===== config.mk =====
export PLATFORM = sky130hd
export DESIGN_NAME = dp_alu
export DESIGN_NICKNAME = d
export VERILOG_FILES = /design/src/rtl/dp_alu_pkg.sv /design/src/rtl/dp_decode.sv /design/src/rtl/dp_addsub.sv /design/src/rtl/dp_logic.sv /design/src/rtl/dp_alu.sv
export SDC_FILE = /design/constraint.sdc
export NUM_CORES = 1
export LEC_CHECK = 0
export BUFFER_PORTS_ARGS = -buffer_cell sky130_fd_sc_hd__buf_2
export CORE_ASPECT_RATIO = 0.7
export CORE_UTILIZATION = 32
export DETAILED_ROUTE_END_ITERATION = 6
export PLACE_DENSITY = 0.64
export SETUP_SLACK_MARGIN = 0.15
export SLEW_MARGIN = 10
export SYNTH_ARGS = -nofsm -noshare
export SYNTH_HDL_FRONTEND = slang
export SYNTH_SLANG_ARGS = --single-unit

===== constraint.sdc =====
create_clock -name vclk -period 25
set_input_delay 6.25 -clock vclk [all_inputs]
set_output_delay 6.25 -clock vclk [all_outputs]
set_load 0.05 [all_outputs]

===== src/rtl/dp_alu_pkg.sv =====
package dp_alu_pkg;

    typedef enum logic [3:0] {
        OP_AND = 4'h0, OP_EOR = 4'h1, OP_SUB = 4'h2, OP_RSB = 4'h3,
        OP_ADD = 4'h4, OP_ADC = 4'h5, OP_SBC = 4'h6, OP_RSC = 4'h7,
        OP_TST = 4'h8, OP_TEQ = 4'h9, OP_CMP = 4'hA, OP_CMN = 4'hB,
        OP_ORR = 4'hC, OP_MOV = 4'hD, OP_BIC = 4'hE, OP_MVN = 4'hF
    } opcode_e;

    typedef enum logic [2:0] {
        LG_AND, LG_XOR, LG_OR, LG_PASS, LG_ANDN, LG_NOT
    } logic_fn_e;

    typedef struct packed {
        logic      arith;
        logic      sub;
        logic      swap;
        logic      use_c;
        logic      writes;
        logic      compare;
        logic_fn_e lfn;
    } ctrl_t;

endpackage


===== src/rtl/dp_decode.sv =====
module dp_decode
    import dp_alu_pkg::*;
(
    input  logic [3:0] op_i,
    output ctrl_t      ctrl_o
);
    always_comb begin
        ctrl_o         = '0;
        ctrl_o.lfn     = LG_AND;
        ctrl_o.writes  = 1'b1;
        unique case (opcode_e'(op_i))
            OP_AND: ctrl_o.lfn = LG_AND;
            OP_EOR: ctrl_o.lfn = LG_XOR;
            OP_ORR: ctrl_o.lfn = LG_OR;
            OP_MOV: ctrl_o.lfn = LG_PASS;
            OP_BIC: ctrl_o.lfn = LG_ANDN;
            OP_MVN: ctrl_o.lfn = LG_NOT;
            OP_TST: begin ctrl_o.lfn = LG_AND; ctrl_o.writes = 1'b0; ctrl_o.compare = 1'b1; end
            OP_TEQ: begin ctrl_o.lfn = LG_XOR; ctrl_o.writes = 1'b0; ctrl_o.compare = 1'b1; end
            OP_ADD: ctrl_o.arith = 1'b1;
            OP_ADC: begin ctrl_o.arith = 1'b1; ctrl_o.use_c = 1'b1; end
            OP_SUB: begin ctrl_o.arith = 1'b1; ctrl_o.sub = 1'b1; end
            OP_RSB: begin ctrl_o.arith = 1'b1; ctrl_o.sub = 1'b1; ctrl_o.swap = 1'b1; end
            OP_SBC: begin ctrl_o.arith = 1'b1; ctrl_o.sub = 1'b1; ctrl_o.use_c = 1'b1; end
            OP_RSC: begin ctrl_o.arith = 1'b1; ctrl_o.sub = 1'b1; ctrl_o.use_c = 1'b1; ctrl_o.swap = 1'b1; end
            OP_CMP: begin ctrl_o.arith = 1'b1; ctrl_o.sub = 1'b1; ctrl_o.writes = 1'b0; ctrl_o.compare = 1'b1; end
            OP_CMN: begin ctrl_o.arith = 1'b1; ctrl_o.writes = 1'b0; ctrl_o.compare = 1'b1; end
            default: ctrl_o.lfn = LG_AND;
        endcase
    end
endmodule


===== src/rtl/dp_addsub.sv =====
module dp_addsub #(
    parameter int W = 32
) (
    input  logic [W-1:0] a_i,
    input  logic [W-1:0] b_i,
    input  logic         sub_i,
    input  logic         swap_i,
    input  logic         use_c_i,
    input  logic         c_i,
    output logic [W-1:0] sum_o,
    output logic         cout_o,
    output logic         ovf_o
);
    localparam int EW = W + 1;
    logic [W-1:0] x, y0, y, vmask;
    logic         cin;
    logic [EW-1:0] wide;

    always_comb begin
        x     = swap_i ? b_i : a_i;
        y0    = swap_i ? a_i : b_i;
        y     = sub_i ? ~y0 : y0;
        cin   = use_c_i ? c_i : sub_i;
        wide  = {1'b0, x} + {1'b0, y} + EW'(cin);
        sum_o = wide[W-1:0];
        cout_o = wide[W];
        vmask = (x ^ sum_o) & (y ^ sum_o);
        ovf_o = vmask[W-1];
    end
endmodule


===== src/rtl/dp_logic.sv =====
module dp_logic
    import dp_alu_pkg::*;
#(
    parameter int W = 32
) (
    input  logic_fn_e    fn_i,
    input  logic [W-1:0] a_i,
    input  logic [W-1:0] b_i,
    output logic [W-1:0] y_o
);
    always_comb begin
        unique case (fn_i)
            LG_AND:  y_o = a_i & b_i;
            LG_XOR:  y_o = a_i ^ b_i;
            LG_OR:   y_o = a_i | b_i;
            LG_PASS: y_o = b_i;
            LG_ANDN: y_o = a_i & ~b_i;
            LG_NOT:  y_o = ~b_i;
            default: y_o = a_i & b_i;
        endcase
    end
endmodule


===== src/rtl/dp_alu.sv =====
module dp_alu
    import dp_alu_pkg::*;
#(
    parameter int W      = 32,
    parameter int RIDX_W = 4
) (
    input  logic [3:0]        op_i,
    input  logic [W-1:0]      a_i,
    input  logic [W-1:0]      b_i,
    input  logic              shc_i,
    input  logic              n_i,
    input  logic              z_i,
    input  logic              c_i,
    input  logic              v_i,
    input  logic [W-1:0]      saved_i,
    input  logic              s_i,
    input  logic [RIDX_W-1:0] rd_i,
    output logic [W-1:0]      res_o,
    output logic              wb_o,
    output logic              n_o,
    output logic              z_o,
    output logic              c_o,
    output logic              v_o,
    output logic              restore_o
);
    localparam logic [RIDX_W-1:0] PC_IDX = {RIDX_W{1'b1}};

    ctrl_t        ctl;
    logic [W-1:0] arith_y, logic_y;
    logic         arith_c, arith_v;
    logic         pc_dst, upd;

    dp_decode i_dec (.op_i(op_i), .ctrl_o(ctl));

    dp_addsub #(.W(W)) i_as (
        .a_i(a_i), .b_i(b_i), .sub_i(ctl.sub), .swap_i(ctl.swap),
        .use_c_i(ctl.use_c), .c_i(c_i),
        .sum_o(arith_y), .cout_o(arith_c), .ovf_o(arith_v)
    );

    dp_logic #(.W(W)) i_lg (.fn_i(ctl.lfn), .a_i(a_i), .b_i(b_i), .y_o(logic_y));

    always_comb begin
        res_o     = ctl.arith ? arith_y : logic_y;
        wb_o      = ctl.writes;
        pc_dst    = (rd_i == PC_IDX);
        restore_o = ctl.writes & s_i & pc_dst;
        upd       = ctl.compare | (ctl.writes & s_i & ~pc_dst);
        {n_o, z_o, c_o, v_o} = {n_i, z_i, c_i, v_i};
        if (restore_o) begin
            {n_o, z_o, c_o, v_o} = saved_i[W-1:W-4];
        end else if (upd) begin
            n_o = res_o[W-1];
            z_o = (res_o == '0);
            c_o = ctl.arith ? arith_c : shc_i;
            v_o = ctl.arith ? arith_v : v_i;
        end
    end


    always_comb begin
        wb_never_on_cmp_chk: assert (!(op_i[3:2] == 2'b10 && wb_o)) else $error("writeback on compare opcode");
    end

    always_comb begin
        flags_hold_chk: assert (!(wb_o && !s_i) || ({n_o, z_o, c_o, v_o} == {n_i, z_i, c_i, v_i}))
            else $error("flags changed with S clear");
    end

    always_comb begin
        restore_cond_chk: assert (!restore_o || (wb_o && s_i && rd_i == PC_IDX))
            else $error("restore without S and PC destination");
    end

    always_comb begin
        nz_from_result_chk: assert (!(op_i[3:2] == 2'b10) || (n_o == res_o[W-1] && z_o == (res_o == '0)))
            else $error("N/Z mismatch on compare");
    end

    always_comb begin
        logic_v_keep_chk: assert (ctl.arith || restore_o || v_o == v_i) else $error("V changed on logic op");
    end
endmodule


Yosys cells after proc, flatten, opt, wreduce, memory -nomap -nowiden:

Cells that the tools add are included.
W data, S select, Z words.

* flip-flop bits (word level): 0
* output and inout port bits: 38
* word-level logic and storage cells: 66

* add/subtract/negate cells: 2
* equal/unequal tests: 21
* muxes and demuxes: 22
* bitwise operators: 14
* reductions and logical operators: 7

Operators by type and width (number)
* $pmux W32 S5: 1
* $mux W32: 4
* $and A32 B32 Y32: 3
* $xor A32 B32 Y32: 3
* $not A32 Y32: 2
* $eq A4 B4 Y1 const B: 9
* $add A32 B32 Y33: 1
* $add A33 B1 Y33: 1
* $logic_not A32 Y1: 1
* $or A32 B32 Y32: 1
* $eq A4 B3 Y1 const B: 4
* $mux W1: 15
* $pmux W3 S5: 1
* $eq A4 B2 Y1 const B: 2
* $reduce_or A8 Y1: 1
* $eq A3 B2 Y1 const B: 2
* $eq A3 B3 Y1 const B: 2
* $reduce_or A5 Y1: 1
* $eq A4 B1 Y1 const B: 1
* $reduce_or A2 Y1: 2
* $reduce_or A4 Y1: 1
* $and A1 B1 Y1: 3
* $eq A3 B1 Y1 const B: 1
* $reduce_or A3 Y1: 1
* other kinds (3): 3

Logic depth before layout (Yosys ltp):

* depth after elaboration: 13
* gate-level depth with buffers: 23

By module:

A second synthesis with hierarchy kept.

* cell total of the unflattened synthesis: 902
* area, all modules: 6485.0 um^2

Modules (own cells, without submodules)
* dp_logic: times used 1, cells an instance 443, area an instance 2899.0 um^2, sequential area each 0.0 um^2
* dp_addsub: times used 1, cells an instance 361, area an instance 2826.5 um^2, sequential area each 0.0 um^2
* dp_alu: times used 1, cells an instance 84, area an instance 684.4 um^2, sequential area each 0.0 um^2
* dp_decode: times used 1, cells an instance 14, area an instance 75.1 um^2, sequential area each 0.0 um^2

Worst setup path before layout:

Ideal clock, no wire load.

* path kind: in2out
* start: input port op_i[0]
* end: output port z_o
* arrival: 13296 ps
* required time: 18750 ps
* slack: 5454 ps
* stages: 22
* path through: buf_2 clkinv_1 clkbuf_1 clkbuf_1 buf_1 or3_1 clkbuf_1 clkbuf_1 clkbuf_1 o21ai_0 fa_1 fa_1 a21o_1 a221o_1 a32oi_1 o21ai_1 a221oi_2 xor2_1 o21ai_0 or3_1 or4_1 o41ai_2

* word-level cells in the longest chain between the ends: 12
* elaborated cells between the ends (all ways): 48
* those cells by class: 2 x add/sub; 20 x eq/ne; 14 x mux; 5 x bitwise; 7 x reduce/logical

RTL lines
* from (decl): RTL line dp_alu.sv:7 `input logic [3:0] op_i,`
* $eq A4 B2 Y1 / $eq A4 B3 Y1 (equally long branches): RTL line dp_decode.sv:11 `unique case (opcode_e'(op_i))`
* $reduce_or A2 Y1 (no source line)
* $mux W1: RTL line dp_decode.sv:11
* $mux W32: RTL line dp_addsub.sv:21 `y0 = swap_i ? a_i : b_i;`
* $not A32 Y32: RTL line dp_addsub.sv:22 `y = sub_i ? ~y0 : y0;`
* $mux W32: RTL line dp_addsub.sv:22
* $add A32 B32 Y33: RTL line dp_addsub.sv:24 `wide = {1'b0, x} + {1'b0, y} + EW'(cin);`
* $add A33 B1 Y33: RTL line dp_addsub.sv:24
* $mux W32 *: RTL line dp_alu.sv:44 `res_o = ctl.arith ? arith_y : logic_y;`
* via res_o[22]: RTL line dp_alu.sv:18 `output logic [W-1:0] res_o,`
* $logic_not A32 Y1 *: RTL line dp_alu.sv:54 `z_o = (res_o == '0);`
* $mux W1 *: RTL line dp_alu.sv:52 `end else if (upd) begin`
* $mux W1 *: RTL line dp_alu.sv:50 `if (restore_o) begin`
* to (decl): RTL line dp_alu.sv:21 `output logic z_o,`

Mark *: on every way through the listed nets, which the timed path passes. The rest lies on a longest branch.

Worst setup path in the final report:

* start: input port op_i[0]
* end: output port z_o

* word-level cells in the longest chain between the ends: 12
* elaborated cells between the ends (all ways): 48
* those cells by class: 2 x add/sub; 20 x eq/ne; 14 x mux; 5 x bitwise; 7 x reduce/logical

RTL lines (RTL line)
* $eq A4 B2 Y1 / $eq A4 B3 Y1 (equally long branches): dp_decode.sv:11
* $reduce_or A2 Y1 (no source line)
* $mux W1: dp_decode.sv:11
* $mux W32: dp_addsub.sv:21
* $not A32 Y32: dp_addsub.sv:22
* $mux W32: dp_addsub.sv:22
* $add A32 B32 Y33: dp_addsub.sv:24
* $add A33 B1 Y33: dp_addsub.sv:24
* $mux W32: dp_alu.sv:44
* $logic_not A32 Y1: dp_alu.sv:54
* $mux W1: dp_alu.sv:52
* $mux W1 *: dp_alu.sv:50

Every way passes the cells marked *; elsewhere a longest branch is shown, timed or not.

==> results.yml <==
grt:
  antenna_found_initial: 1
  grt_max_degree: 114
  grt_pass1_wl_um: 33600
  grt_pass1_vias: 6391
  grt_usage_pct: 22.1
  grt-ovfl-total: 0
timing:
  setup_slack_ns: 5.76
  period_share_pct: 77.0
  setup_viol: 0
  worstMarginPinSlew_ns: 0.940
  min_period_ns: 19.24
  slew_headroom_pct: 37.3
  max_freq_ghz: 0.0520
  tns_ns: 0
  drv_slew: 0
  finalHoldViolCount: 0
  rsz0062_at_grt: "no"
  whs_ns: 12.98
detailed_routing:
  ant_nets: 0
  via_per_inst: 5.83
  firstDrtPassIters: 5
  drt-initial-drc-count: 740
  wire_per_inst_um: 17.0
  drc: 0
  dr_total_vias: 7254
  route.final.wire_length_um: 21200
cells_and_area:
  drive_gt1_share_pct: 14.6
  layout.cells.non_filler: 1245
  fill_cells: 1891
  finalInstanceArea_um2: 6460
  antenna_cells: 0
  clockBufferCount: 0
  final_core_util_pct: 37.2
  seq_cell_count: 0
  syn2layout_area_growth_pct: 12.2
  layout.nets: 1191
  ff_latch_area_um2: 0
worst_setup_path:
  critPathArrivalTime_ns: 12.99
  cp-start-kind: "primary input"
  criticalPathCategory: "in2out"
  critPathCaptureType: "output port"
  crit_required_ns: 18.75
  cp_max_fo: 75
logic_synthesis:
  syn_area_um2: 5760
  ys_top_cells_by_area: "ha_1 14%, o21ai_0 10%, nand2_1 8.9%, a21oi_1 8.3%, xnor2_1 6.8%"
  ys_types: 75
  synthTopCellsByCount: "136 x nand2_1, 117 x o21ai_0, 95 x a21oi_1, 75 x inv_1, 63 x ha_1"
  synth.top_cell.area_share_pct: 13.7
  yosys.area.top_type: "ha_1"
  netlist_instances: 954
  ys_seq_area_share_pct: 0
  synth_area_per_cell_um2: 6.03
  synth_nets: 1129
  yosysWarnings: 0
  synth.most_common_cell: "nand2_1"
hold_path:
  hp-class: "in2out"
job:
  maxCapViolations: 0
floorplanning:
  core_area_um2: 17400
  io_pins: 148
  initial_core_util_pct: 33.1
  die-area_um2: 18500
  die_w_um: 162
  die-height_um: 114
  rows: 40
outcome:
  status: "finished, final reports clean"
power:
  p_leak_nw: 2.99
  power.total_mw: 0.269
  vdd.ir_drop.worst_mv: 0.0275
  p_per_area_nw_per_um2: 41.6
placed_design:
  dpl.cell_count: 1245
  pre_cts_ws_ns: 5.88
  gp_congestion: 0.936
  dp_hpwl_um: 15600
  post_dp_cell_area_um2: 6460
  portBuffers: 120
clocking:
  cts_setup_buffers: 0
  hold_buffers: 0
  ctsResizeCount: 0
[worst max-delay path, stage by stage]
cell	delay [ns]
buf_2	0.07
buf_4	0.59
clkinv_1	0.15
buf_4	0.34
or3_4	0.49
o21ai_0	0.23
xnor2_1	0.14
fa_1	0.51
fa_1	0.46
a21o_1	0.23
a221o_1	0.41
xor2_1	0.18
a211o_1	0.31
or4_1	0.57
nor4_2	0.24
nand4b_1	0.20
or4_1	0.52
or4_1	0.53
o41ai_2	0.22
buf_2	0.31
[report_power, final]
| group | switching, mW | internal [mW] | leakage [nW] |
|---|---|---|---|
| clock | 0 | 0 | 0 |
| combinational | 0.183 | 0.0860 | 2.99 |
| sequential | 0 | 0 | 0 |
[metal layers]
layer,GRT usage [%],vias up,routed length (um)
met1,34.4,3302,10300
met5,0,-,13
li1,-,3595,-
met3,1.99,15,2180
met4,1.76,2,167
met2,33.4,340,8480
[cell usage in the layout (no fill, tap or decap), types with 8 or more instances in the layout]
master	n
nand2_1	135
buf_2	120
o21ai_0	117
a21oi_1	94
inv_1	75
ha_1	63
nor2_1	54
xnor2_1	45
nand3_1	22
nor3_1	20
a211oi_1	19
a31oi_1	15
a21o_1	13
mux2i_1	13
o22ai_1	12
nand4_1	12
buf_4	12
nand2b_1	11
o211ai_1	11
and3_1	8
or3_1	8
a211o_1	8
xor2_1	8
[cells by family (layout without fill, tap and decap cells)]
family / after synthesis / count (layout) / share of synthesized area [%]
compound gates: 355 / 355 / 38.3
buf+inv: 149 / 209 / 10.1
simple gates: 317 / 317 / 26.5
xor+xnor: 53 / 53 / 8.06
fa+ha+maj: 65 / 65 / 14.4
mux: 15 / 15 / 2.65
[layout make-up]
type               instances  area (um^2)  area share, %
inverters                 77          289           4.48
well taps                231          289           4.48
repair buffers           132          691           10.7
multi-input cells        805         5190           80.4
[worst paths after layout]
path                     from  slack (ns)  cells past startpoint  end
worst max-delay path  op_i[0]        5.76                     20  z_o
worst min-delay path    shc_i       12.98                      4  c_o
(Power assumes the default switching activity.)
